==> src/rtl/chop_pkg.sv <==
package chop_pkg;

  typedef enum logic {
    ST_IDLE = 1'b0,
    ST_RUN  = 1'b1
  } run_state_e;

  localparam int BLANK_W = 2;
  localparam int BLEN_W  = 4;

  function automatic logic [BLEN_W-1:0] blank_len(input logic [BLANK_W-1:0] code);
    case (code)
      2'd0:    return BLEN_W'(4);
      2'd1:    return BLEN_W'(6);
      2'd2:    return BLEN_W'(8);
      default: return BLEN_W'(12);
    endcase
  endfunction

endpackage

==> src/rtl/chop_blank_timer.sv <==
module chop_blank_timer
  import chop_pkg::*;
(
  input  logic               clk_i,
  input  logic               rst_ni,
  input  logic               start_i,
  input  logic               clr_i,
  input  logic [BLANK_W-1:0] code_i,
  output logic               active_o
);

  logic              active_q;
  logic [BLEN_W-1:0] cnt_q;
  logic [BLEN_W-1:0] lim_q;

  always_ff @(posedge clk_i or negedge rst_ni) begin
    if (!rst_ni) begin
      active_q <= 1'b1;
      cnt_q    <= '0;
      lim_q    <= blank_len(2'd3);
    end else if (clr_i) begin
      active_q <= 1'b0;
      cnt_q    <= '0;
    end else if (start_i) begin
      active_q <= 1'b1;
      cnt_q    <= '0;
      lim_q    <= blank_len(code_i);
    end else if (active_q) begin
      if (cnt_q == lim_q - BLEN_W'(1)) begin
        active_q <= 1'b0;
        cnt_q    <= '0;
      end else begin
        cnt_q <= cnt_q + BLEN_W'(1);
      end
    end
  end

  assign active_o = active_q;

  a_r5_cnt_in_window: assert property (@(posedge clk_i) disable iff (!rst_ni)
    active_q |-> (cnt_q < lim_q));

  a_r8_blank_lim_held: assert property (@(posedge clk_i) disable iff (!rst_ni)
    (active_q && !start_i) |=> $stable(lim_q));

endmodule

==> src/rtl/chop_off_timer.sv <==
module chop_off_timer #(
  parameter int OFF_W  = 5,
  parameter int FAST_W = 4,
  localparam int CNT_W = OFF_W + 3
) (
  input  logic              clk_i,
  input  logic              rst_ni,
  input  logic              start_i,
  input  logic              clr_i,
  input  logic [OFF_W-1:0]  off_code_i,
  input  logic [FAST_W-1:0] fast_code_i,
  output logic              busy_o,
  output logic              fast_o,
  output logic              done_o
);

  logic             busy_q;
  logic             fast_q;
  logic [CNT_W-1:0] cnt_q;
  logic [CNT_W-1:0] off_lim_q;
  logic [CNT_W-1:0] fast_lim_q;

  // code N with three ones appended is (N+1)*8-1
  always_ff @(posedge clk_i or negedge rst_ni) begin
    if (!rst_ni) begin
      busy_q     <= 1'b0;
      fast_q     <= 1'b0;
      cnt_q      <= '0;
      off_lim_q  <= '1;
      fast_lim_q <= '1;
    end else if (clr_i) begin
      busy_q <= 1'b0;
      fast_q <= 1'b0;
      cnt_q  <= '0;
    end else if (start_i) begin
      busy_q     <= 1'b1;
      fast_q     <= 1'b1;
      cnt_q      <= '0;
      off_lim_q  <= CNT_W'({off_code_i, 3'b111});
      fast_lim_q <= CNT_W'({fast_code_i, 3'b111});
    end else if (busy_q) begin
      if (cnt_q == off_lim_q - CNT_W'(1)) begin
        busy_q <= 1'b0;
        fast_q <= 1'b0;
        cnt_q  <= '0;
      end else begin
        cnt_q <= cnt_q + CNT_W'(1);
        if (cnt_q == fast_lim_q - CNT_W'(1)) fast_q <= 1'b0;
      end
    end
  end

  assign busy_o = busy_q;
  assign fast_o = fast_q;
  assign done_o = busy_q && (cnt_q == off_lim_q - CNT_W'(1));

  a_r4_fast_inside_off: assert property (@(posedge clk_i) disable iff (!rst_ni)
    fast_q |-> busy_q);

  a_r8_off_lim_held: assert property (@(posedge clk_i) disable iff (!rst_ni)
    (busy_q && !start_i) |=> ($stable(off_lim_q) && $stable(fast_lim_q)));

  a_r2_cnt_below_lim: assert property (@(posedge clk_i) disable iff (!rst_ni)
    busy_q |-> (cnt_q < off_lim_q));

endmodule

==> src/rtl/chop_wake_timer.sv <==
module chop_wake_timer #(
  parameter int WAKE_CYC = 4000,
  localparam int WK_W    = $clog2(WAKE_CYC)
) (
  input  logic clk_i,
  input  logic rst_ni,
  input  logic run_i,
  input  logic clr_i,
  output logic done_o
);

  logic [WK_W-1:0] cnt_q;

  always_ff @(posedge clk_i or negedge rst_ni) begin
    if (!rst_ni)     cnt_q <= '0;
    else if (clr_i)  cnt_q <= '0;
    else if (run_i)  cnt_q <= cnt_q + WK_W'(1);
  end

  assign done_o = run_i && (cnt_q == WK_W'(WAKE_CYC - 1));

  a_r10_cnt_bounded: assert property (@(posedge clk_i) disable iff (!rst_ni)
    run_i |-> (cnt_q <= WK_W'(WAKE_CYC - 1)));

endmodule

==> src/rtl/chop_ctrl.sv <==
module chop_ctrl
  import chop_pkg::*;
#(
  parameter int OFF_W    = 5,
  parameter int FAST_W   = 4,
  parameter int WAKE_CYC = 4000
) (
  input  logic              clk_i,
  input  logic              rst_ni,
  input  logic              awake_i,
  input  logic              trip_i,
  input  logic              dir_i,
  input  logic [1:0]        blank_sel_i,
  input  logic [OFF_W-1:0]  off_sel_i,
  input  logic [FAST_W-1:0] fast_sel_i,
  output logic              src_en_o,
  output logic              fast_o,
  output logic              blank_o
);

  run_state_e state_q, state_d;
  logic dir_q;
  logic phase_chg, running, src_on;
  logic trip_go, blank_go;
  logic off_busy, off_fast, off_done;
  logic blank_act, wake_run, wake_clr, wake_done;

  always_ff @(posedge clk_i or negedge rst_ni) begin
    if (!rst_ni) begin
      state_q <= ST_RUN;
      dir_q   <= 1'b0;
    end else begin
      state_q <= state_d;
      dir_q   <= dir_i;
    end
  end

  always_comb begin
    state_d = state_q;
    if (!awake_i)       state_d = ST_IDLE;
    else if (wake_done) state_d = ST_RUN;
  end

  assign phase_chg = dir_i ^ dir_q;
  assign running   = awake_i && (state_q == ST_RUN);
  assign src_on    = running && !off_busy;
  // a direction change outranks a trip in the same cycle
  assign trip_go   = src_on && !blank_act && !phase_chg && trip_i;
  assign blank_go  = (src_on && phase_chg) || (running && off_done) || wake_done;
  assign wake_run  = awake_i && (state_q == ST_IDLE);
  assign wake_clr  = !awake_i || (state_q == ST_RUN);

  chop_off_timer #(
    .OFF_W  (OFF_W),
    .FAST_W (FAST_W)
  ) u_off (
    .clk_i       (clk_i),
    .rst_ni      (rst_ni),
    .start_i     (trip_go),
    .clr_i       (!awake_i),
    .off_code_i  (off_sel_i),
    .fast_code_i (fast_sel_i),
    .busy_o      (off_busy),
    .fast_o      (off_fast),
    .done_o      (off_done)
  );

  chop_blank_timer u_blank (
    .clk_i    (clk_i),
    .rst_ni   (rst_ni),
    .start_i  (blank_go),
    .clr_i    (!awake_i),
    .code_i   (blank_sel_i),
    .active_o (blank_act)
  );

  chop_wake_timer #(
    .WAKE_CYC (WAKE_CYC)
  ) u_wake (
    .clk_i  (clk_i),
    .rst_ni (rst_ni),
    .run_i  (wake_run),
    .clr_i  (wake_clr),
    .done_o (wake_done)
  );

  assign src_en_o = src_on;
  assign fast_o   = awake_i && off_fast;
  assign blank_o  = running && blank_act;

  a_r2_trip_cuts_source: assert property (@(posedge clk_i) disable iff (!rst_ni)
    (src_en_o && !blank_o && trip_i && (dir_i == dir_q)) |=> !src_en_o);

  a_r6_blank_keeps_source: assert property (@(posedge clk_i) disable iff (!rst_ni)
    (src_en_o && blank_o) |=> (src_en_o || !awake_i));

  a_r7_phase_restarts_blank: assert property (@(posedge clk_i) disable iff (!rst_ni)
    (src_en_o && (dir_i != dir_q)) |=> (blank_o || !awake_i));

  a_r9_idle_clears: assert property (@(posedge clk_i) disable iff (!rst_ni)
    !awake_i |=> ((state_q == ST_IDLE) && !off_busy && !blank_act));

  a_r10_wake_enters_blank: assert property (@(posedge clk_i) disable iff (!rst_ni)
    wake_done |=> (!awake_i || (src_en_o && blank_o)));

endmodule

==> config.mk <==
export PLATFORM = sky130hd
export DESIGN_NAME = chop_ctrl
export DESIGN_NICKNAME = d
export VERILOG_FILES = /design/src/rtl/chop_pkg.sv /design/src/rtl/chop_blank_timer.sv /design/src/rtl/chop_off_timer.sv /design/src/rtl/chop_wake_timer.sv /design/src/rtl/chop_ctrl.sv
export SDC_FILE = /design/constraint.sdc
export NUM_CORES = 1
export LEC_CHECK = 0
export ABC_AREA = 1
export BUFFER_PORTS_ARGS = -buffer_cell sky130_fd_sc_hd__buf_4
export CAP_MARGIN = 20
export CORE_UTILIZATION = 50
export CTS_CLUSTER_DIAMETER = 50
export DETAILED_ROUTE_END_ITERATION = 8
export PLACE_DENSITY = 0.66
export SYNTH_ARGS = -nofsm -noshare
export SYNTH_HDL_FRONTEND = slang
export SYNTH_SLANG_ARGS = --single-unit
==> constraint.sdc <==
create_clock -name clk_i -period 2.5 [get_ports clk_i]
set_input_delay 0.625 -clock clk_i [delete_from_list [all_inputs] [get_ports clk_i]]
set_output_delay 0.625 -clock clk_i [all_outputs]
set_load 0.05 [all_outputs]
Yosys cells after proc, flatten, opt, wreduce, memory -nomap -nowiden
Cells that the tools add are included.

operators by class
  bitwise gates (word level) = 2
  add/sub/neg operators = 6
  shifts and indexed selects = 0
  mux-type cells = 26
  $mul = 0
  order comparisons = 0
  equal/unequal tests = 10
  reduce and logical (&&, ||, !) cells = 24
  div/mod/pow operators = 0

operators by type and width
  cell                                                   number
  2-to-1 mux 8 bit                                       4
  2-to-1 mux 12 bit                                      2
  == test 8 bit                                          2
  2-to-1 mux 4 bit                                       4
  subtractor 8 x 1 -> 8 bit, second input constant       2
  2-to-1 mux 1 bit                                       15
  adder 12 x 1 -> 12 bit, second input constant          1
  == test 12 bit, second input constant                  1
  logical AND 1 bit                                      12
  one-hot mux 4 bit (3 select lines)                     1
  adder 8 x 1 -> 8 bit, second input constant            1
  inequality test 3 x 1 -> 1 bit, second input constant  2
  AND reduction 2 bit                                    3
  adder 4 x 1 -> 4 bit, second input constant            1
  == test 4 bit                                          1
  logical NOT 1 bit                                      4
  inequality test 4 x 1 -> 1 bit, second input constant  1
  subtractor 4 x 1 -> 4 bit, second input constant       1
  logical OR 1 bit                                       3
  == test 2 x 1 -> 1 bit, second input constant          1
  == test 2 bit, second input constant                   1
  logical NOT 2 bit                                      1
  inequality test 2 x 1 -> 1 bit, second input constant  1
  nonzero test 2 bit                                     1
  other kinds (2)                                        2

storage, ports and cells
  memories kept = 0
  ROM bits = 0
  memory bits (writable) = 0
  bits in registers = 43
  bits in latches = 0
  input port bits = 16
  logic and storage cells = 79
  output and inout port bits = 3

Depth between registers and ports, before layout
  depth in word-level cells = 8
  mapped depth = 12
  depth with buffers taken out = 12

Cells and area by module
A second synthesis with hierarchy kept.

unflattened totals
  cells, all modules = 331
  area, all modules = 2476.1 µm²

by module, submodules not included
  module            area an instance (µm²)  times used  cells an instance  sequential area each (µm²)
  chop_off_timer    1151.1                  1           152                513.0
  chop_wake_timer   690.7                   1           86                 300.3
  chop_blank_timer  471.7                   1           66                 203.9
  chop_ctrl         162.7                   1           27                 51.3

Worst setup path before layout
Ideal clock, no wire load.

  path kind = input-to-output
  start = input awake_i
  end = output blank_o
  cell stages on the path = 2
  arrival time = 1332 ps
  required time = 1875 ps
  path slack = 543 ps
  path buffers = 0
  cells stage by stage = nand2_2 nor2_1

between the ends
  word-level cells in the longest chain between the ends = 2

ends and longest elaborated chain
  item               RTL line         text
  from (decl)        chop_ctrl.sv:10  input logic awake_i,
  logical AND 1 bit  chop_ctrl.sv:45  assign running = awake_i && (state_q == ST_RUN);
  logical AND 1 bit  chop_ctrl.sv:89  assign blank_o = running && blank_act;
  to (decl)          chop_ctrl.sv:18  output logic blank_o

Every way passes these cells.

Worst setup path after layout
  start = register state_q
  end = output src_en_o

between the ends
  word-level cells in the longest chain between the ends = 2

ends and longest elaborated chain
  item                    RTL line         text
  from (decl)             chop_ctrl.sv:21  run_state_e state_q, state_d;
  from (signal assigned)  chop_ctrl.sv:33  state_q <= state_d;
  logical AND 1 bit       chop_ctrl.sv:45
  logical AND 1 bit       chop_ctrl.sv:46  assign src_on = running && !off_busy;
  to (decl)               chop_ctrl.sv:16  output logic src_en_o,

Every way passes these cells.

==> impl_metrics.toml <==
[synthesis]
syn_inst = 269
synth.distinct_cells = 30
syn_area_um2 = 2180
syn-num-nets = 290
ys_seq_elements = 42
yosys_warnings = 0
syn_avg_cell_area_um2 = 8.11
synth.yosys.seq_area_share = 0.490

[worst_setup_path]
worstSetupPathType = "flop to primary output"
worstPathCellList = "nand2_2, nor2_1, buf_4"
crit_path_top_delay_cell = "dfstp_2"
r2r-start = "u_off.cnt_q[0]"
r2r_cells = 12
r2r-end = "u_blank.lim_q[1]"
worst_path_largest_cell_delay_ns = 0.56
cp.arrival_ns = 1.28
startpoint_type = "flop"
cp.required_ns = 1.88
r2r_slack_ns = 0.73
crit_fanout = 4
endpoint_kind = "primary output"
startpoint = "state_q"
endpoint = "src_en_o"

[place]
dp_hpwl_mm = 3.11
post-place-ws_ns = 0.679
dp_cells = 336
gp_congestion = 0.838
io_buffers = 18

[sta]
tightest_slew_ns = 0.511
setup-violations-final = 0
min_period_ns = 1.91
fin_skew_ns = 0.00907
layout_setup_ws_ns = 0.593
relSlewSlack = 0.659
clock.fmax_ghz = 0.524
totalNegativeSetupSlack_ns = 0
fin_crit_sh = 0.763
final_max_slew_viol_count = 0
finalHoldViolCount = 0
rsz0062_at_grt = "false"

[power]
power.static_leakage_nw = 1.27
total_power_mw = 1.42
irDropWorstVdd_v = 0.000353
power_density_nw_per_um2 = 564

[cells_and_area]
final_core_util = 0.616
fin_nets = 314
final_cells = 344
syn_to_final_growth_pct = 15.4
multi_input_area_um2 = 950
drive_gt1_frac = 0.204
n_fill_cell = 359
regArea_um2 = 1070
num_antenna_cells = 0

[global_route]
antenna_found_initial = 0
grt_first_pass_wirelength_mm = 7.17
grt_use_total = 0.214
grt_pass1_vias = 1637
grt-ovfl-total = 0
grt_max_degree = 43

[routing]
drtIter0Drc = 73
vias_per_cell = 5.01
wirelength_mm = 4.18
drc = 0
routedWlPerCell_um = 12.1
ant_nets = 0
first_pass_iters = 4
num_vias = 1723

[clock_network]
cts_tree = "built"
ctsResizeCount = 0
clock_path_buffers = 2
clkTransAtPathRegs_ns = 0.08
cts_buffers = 5
cts-htree-levels = 2
clock_latency_ns = 0.30
ctsHoldBuffers = 0
cts_setup_buffers = 0
cts.sinks = 42
clock-root-buffer = "clkbuf_8"

[floorplan]
start_util = 0.534
core-area_um2 = 4090
io_pins = 19
die_area_um2 = 4630
num_rows = 23
die_w_um = 68.1
die_height_um = 68.1

[job]
maxCapViolCount = 0

[status]
status = "complete, no violations"

[worst_hold_path]
hold_class = "primary input to async pin"
[metrics by stage]
| step | instance area [um^2] | hold WS, ns |
|---|---|---|
| after floorplan | 2180 | 0.329 |
| after global placement | 2370 | 0.453 |
| after detailed placement | 2370 | 0.458 |
| after CTS | 2520 | 0.307 |
| after global routing | 2520 | 0.328 |
| final | 2520 | 0.293 |
[worst min path at each step]
| stage | start | endpoint | slack (ns) | cells past startpoint |
|---|---|---|---|---|
| after detailed placement | u_wake.cnt_q[0] | u_wake.cnt_q[0] | 0.46 | 1 |
| after CTS | rst_ni | u_off.cnt_q[4] | 0.31 | 1 |
| after global routing | rst_ni | u_off.cnt_q[4] | 0.33 | 1 |
| after floorplan | rst_ni | dir_q | 0.33 | 0 |
| after global placement | u_wake.cnt_q[0] | u_wake.cnt_q[0] | 0.45 | 1 |
| final | rst_ni | u_off.cnt_q[4] | 0.29 | 1 |
[flip-flops by register name, summed over array words and instances, names as in the netlist, 3 cells and up]
name	count
u_blank.lim_q	3
u_wake.cnt_q	12
u_blank.cnt_q	4
u_off.cnt_q	8
u_off.off_lim_q	5
u_off.fast_lim_q	5
[layout by cell type (no fill, tap or decap)]
master / Yosys / final
xnor2_1: 3 / 3
ha_1: 5 / 5
bufinv_16: 0 / 2
o31ai_1: 1 / 1
o21ai_2: 2 / 2
nand4_1: 5 / 5
nand3_1: 13 / 13
nand2_2: 3 / 3
or2_1: 1 / 1
dfrtp_1: 28 / 28
inv_1: 32 / 32
nor2_4: 1 / 1
nand2_8: 1 / 1
dfstp_2: 14 / 14
nor3_1: 5 / 5
o22ai_1: 3 / 3
o21ai_0: 15 / 15
nor2_2: 2 / 2
inv_4: 2 / 2
clkbuf_8: 0 / 6
inv_2: 6 / 6
nor2_1: 30 / 30
nand3_2: 2 / 2
xor2_1: 7 / 7
or2_2: 1 / 1
buf_4: 0 / 18
o21a_1: 1 / 1
clkinv_1: 1 / 1
a2bb2oi_1: 1 / 1
nand2_1: 64 / 64
a21oi_1: 6 / 6
o21ai_1: 13 / 13
[power breakdown]
group / switching [mW] / total [mW] / internal [mW]
sequential: 0.00313 / 0.688 / 0.685
clock: 0.243 / 0.669 / 0.426
combinational: 0.0374 / 0.0622 / 0.0249
[area by class of cell]
class	instances	share of cell area
clock buffer	6	0.0328
clock inverter	2	0.0239
inverter	41	0.0631
multi-input combinational	185	0.377
sequential	42	0.424
tap	50	0.0249
timing repair buffer	18	0.0537
[critical path: cells and delay by family (launching register included)]
family,cells,cell delay (ns)
simple gates,2,0.21
flops,1,0.56
buf+inv,1,0.21
[Yosys cell counts]
library cell   n  share of area
dfstp_2       14           0.17
a21oi_1        6          0.014
nand2_2        3         0.0086
nand2_8        1         0.0092
or2_2          1         0.0029
ha_1           5          0.029
nor2_1        30          0.052
nand3_1       13          0.030
o22ai_1        3         0.0086
o21a_1         1         0.0034
inv_2          6          0.010
inv_1         32          0.055
a2bb2oi_1      1         0.0040
o21ai_2        2         0.0080
nor2_2         2         0.0057
xor2_1         7          0.028
clkinv_1       1         0.0017
buf_2          1         0.0023
nor3_1         5          0.011
dfrtp_1       28           0.32
nand4_1        5          0.014
nand2_1       64           0.11
inv_4          2         0.0057
o21ai_0       15          0.034
o31ai_1        1         0.0034
xnor2_1        3          0.012
nor2_4         1         0.0052
or2_1          1         0.0029
o21ai_1       13          0.030
nand3_2        2         0.0092
[cell families (layout without fill, tap and decap cells)]
family                   Yosys count  count (layout)  share of synthesized area
AO/OA/AOI/OAI                     42              42                      0.106
adder cells (fa/ha/maj)            5               5                     0.0287
buffers and inverters             42              67                     0.0751
AND/OR/NAND/NOR                  128             128                      0.261
flip-flops                        42              42                      0.490
XOR/XNOR                          10              10                     0.0401
[routing by layer]
| metal | track usage | part of all wire | vias up |
|---|---|---|---|
| li1 | - | - | 901 |
| met1 | 0.250 | 0.45 | 790 |
| met2 | 0.371 | 0.50 | 23 |
| met3 | 0.0517 | 0.030 | 9 |
| met4 | 0.0859 | 0.018 | 0 |
| met5 | 0 | 0 | - |
Power figures use the tool's default switching activity.
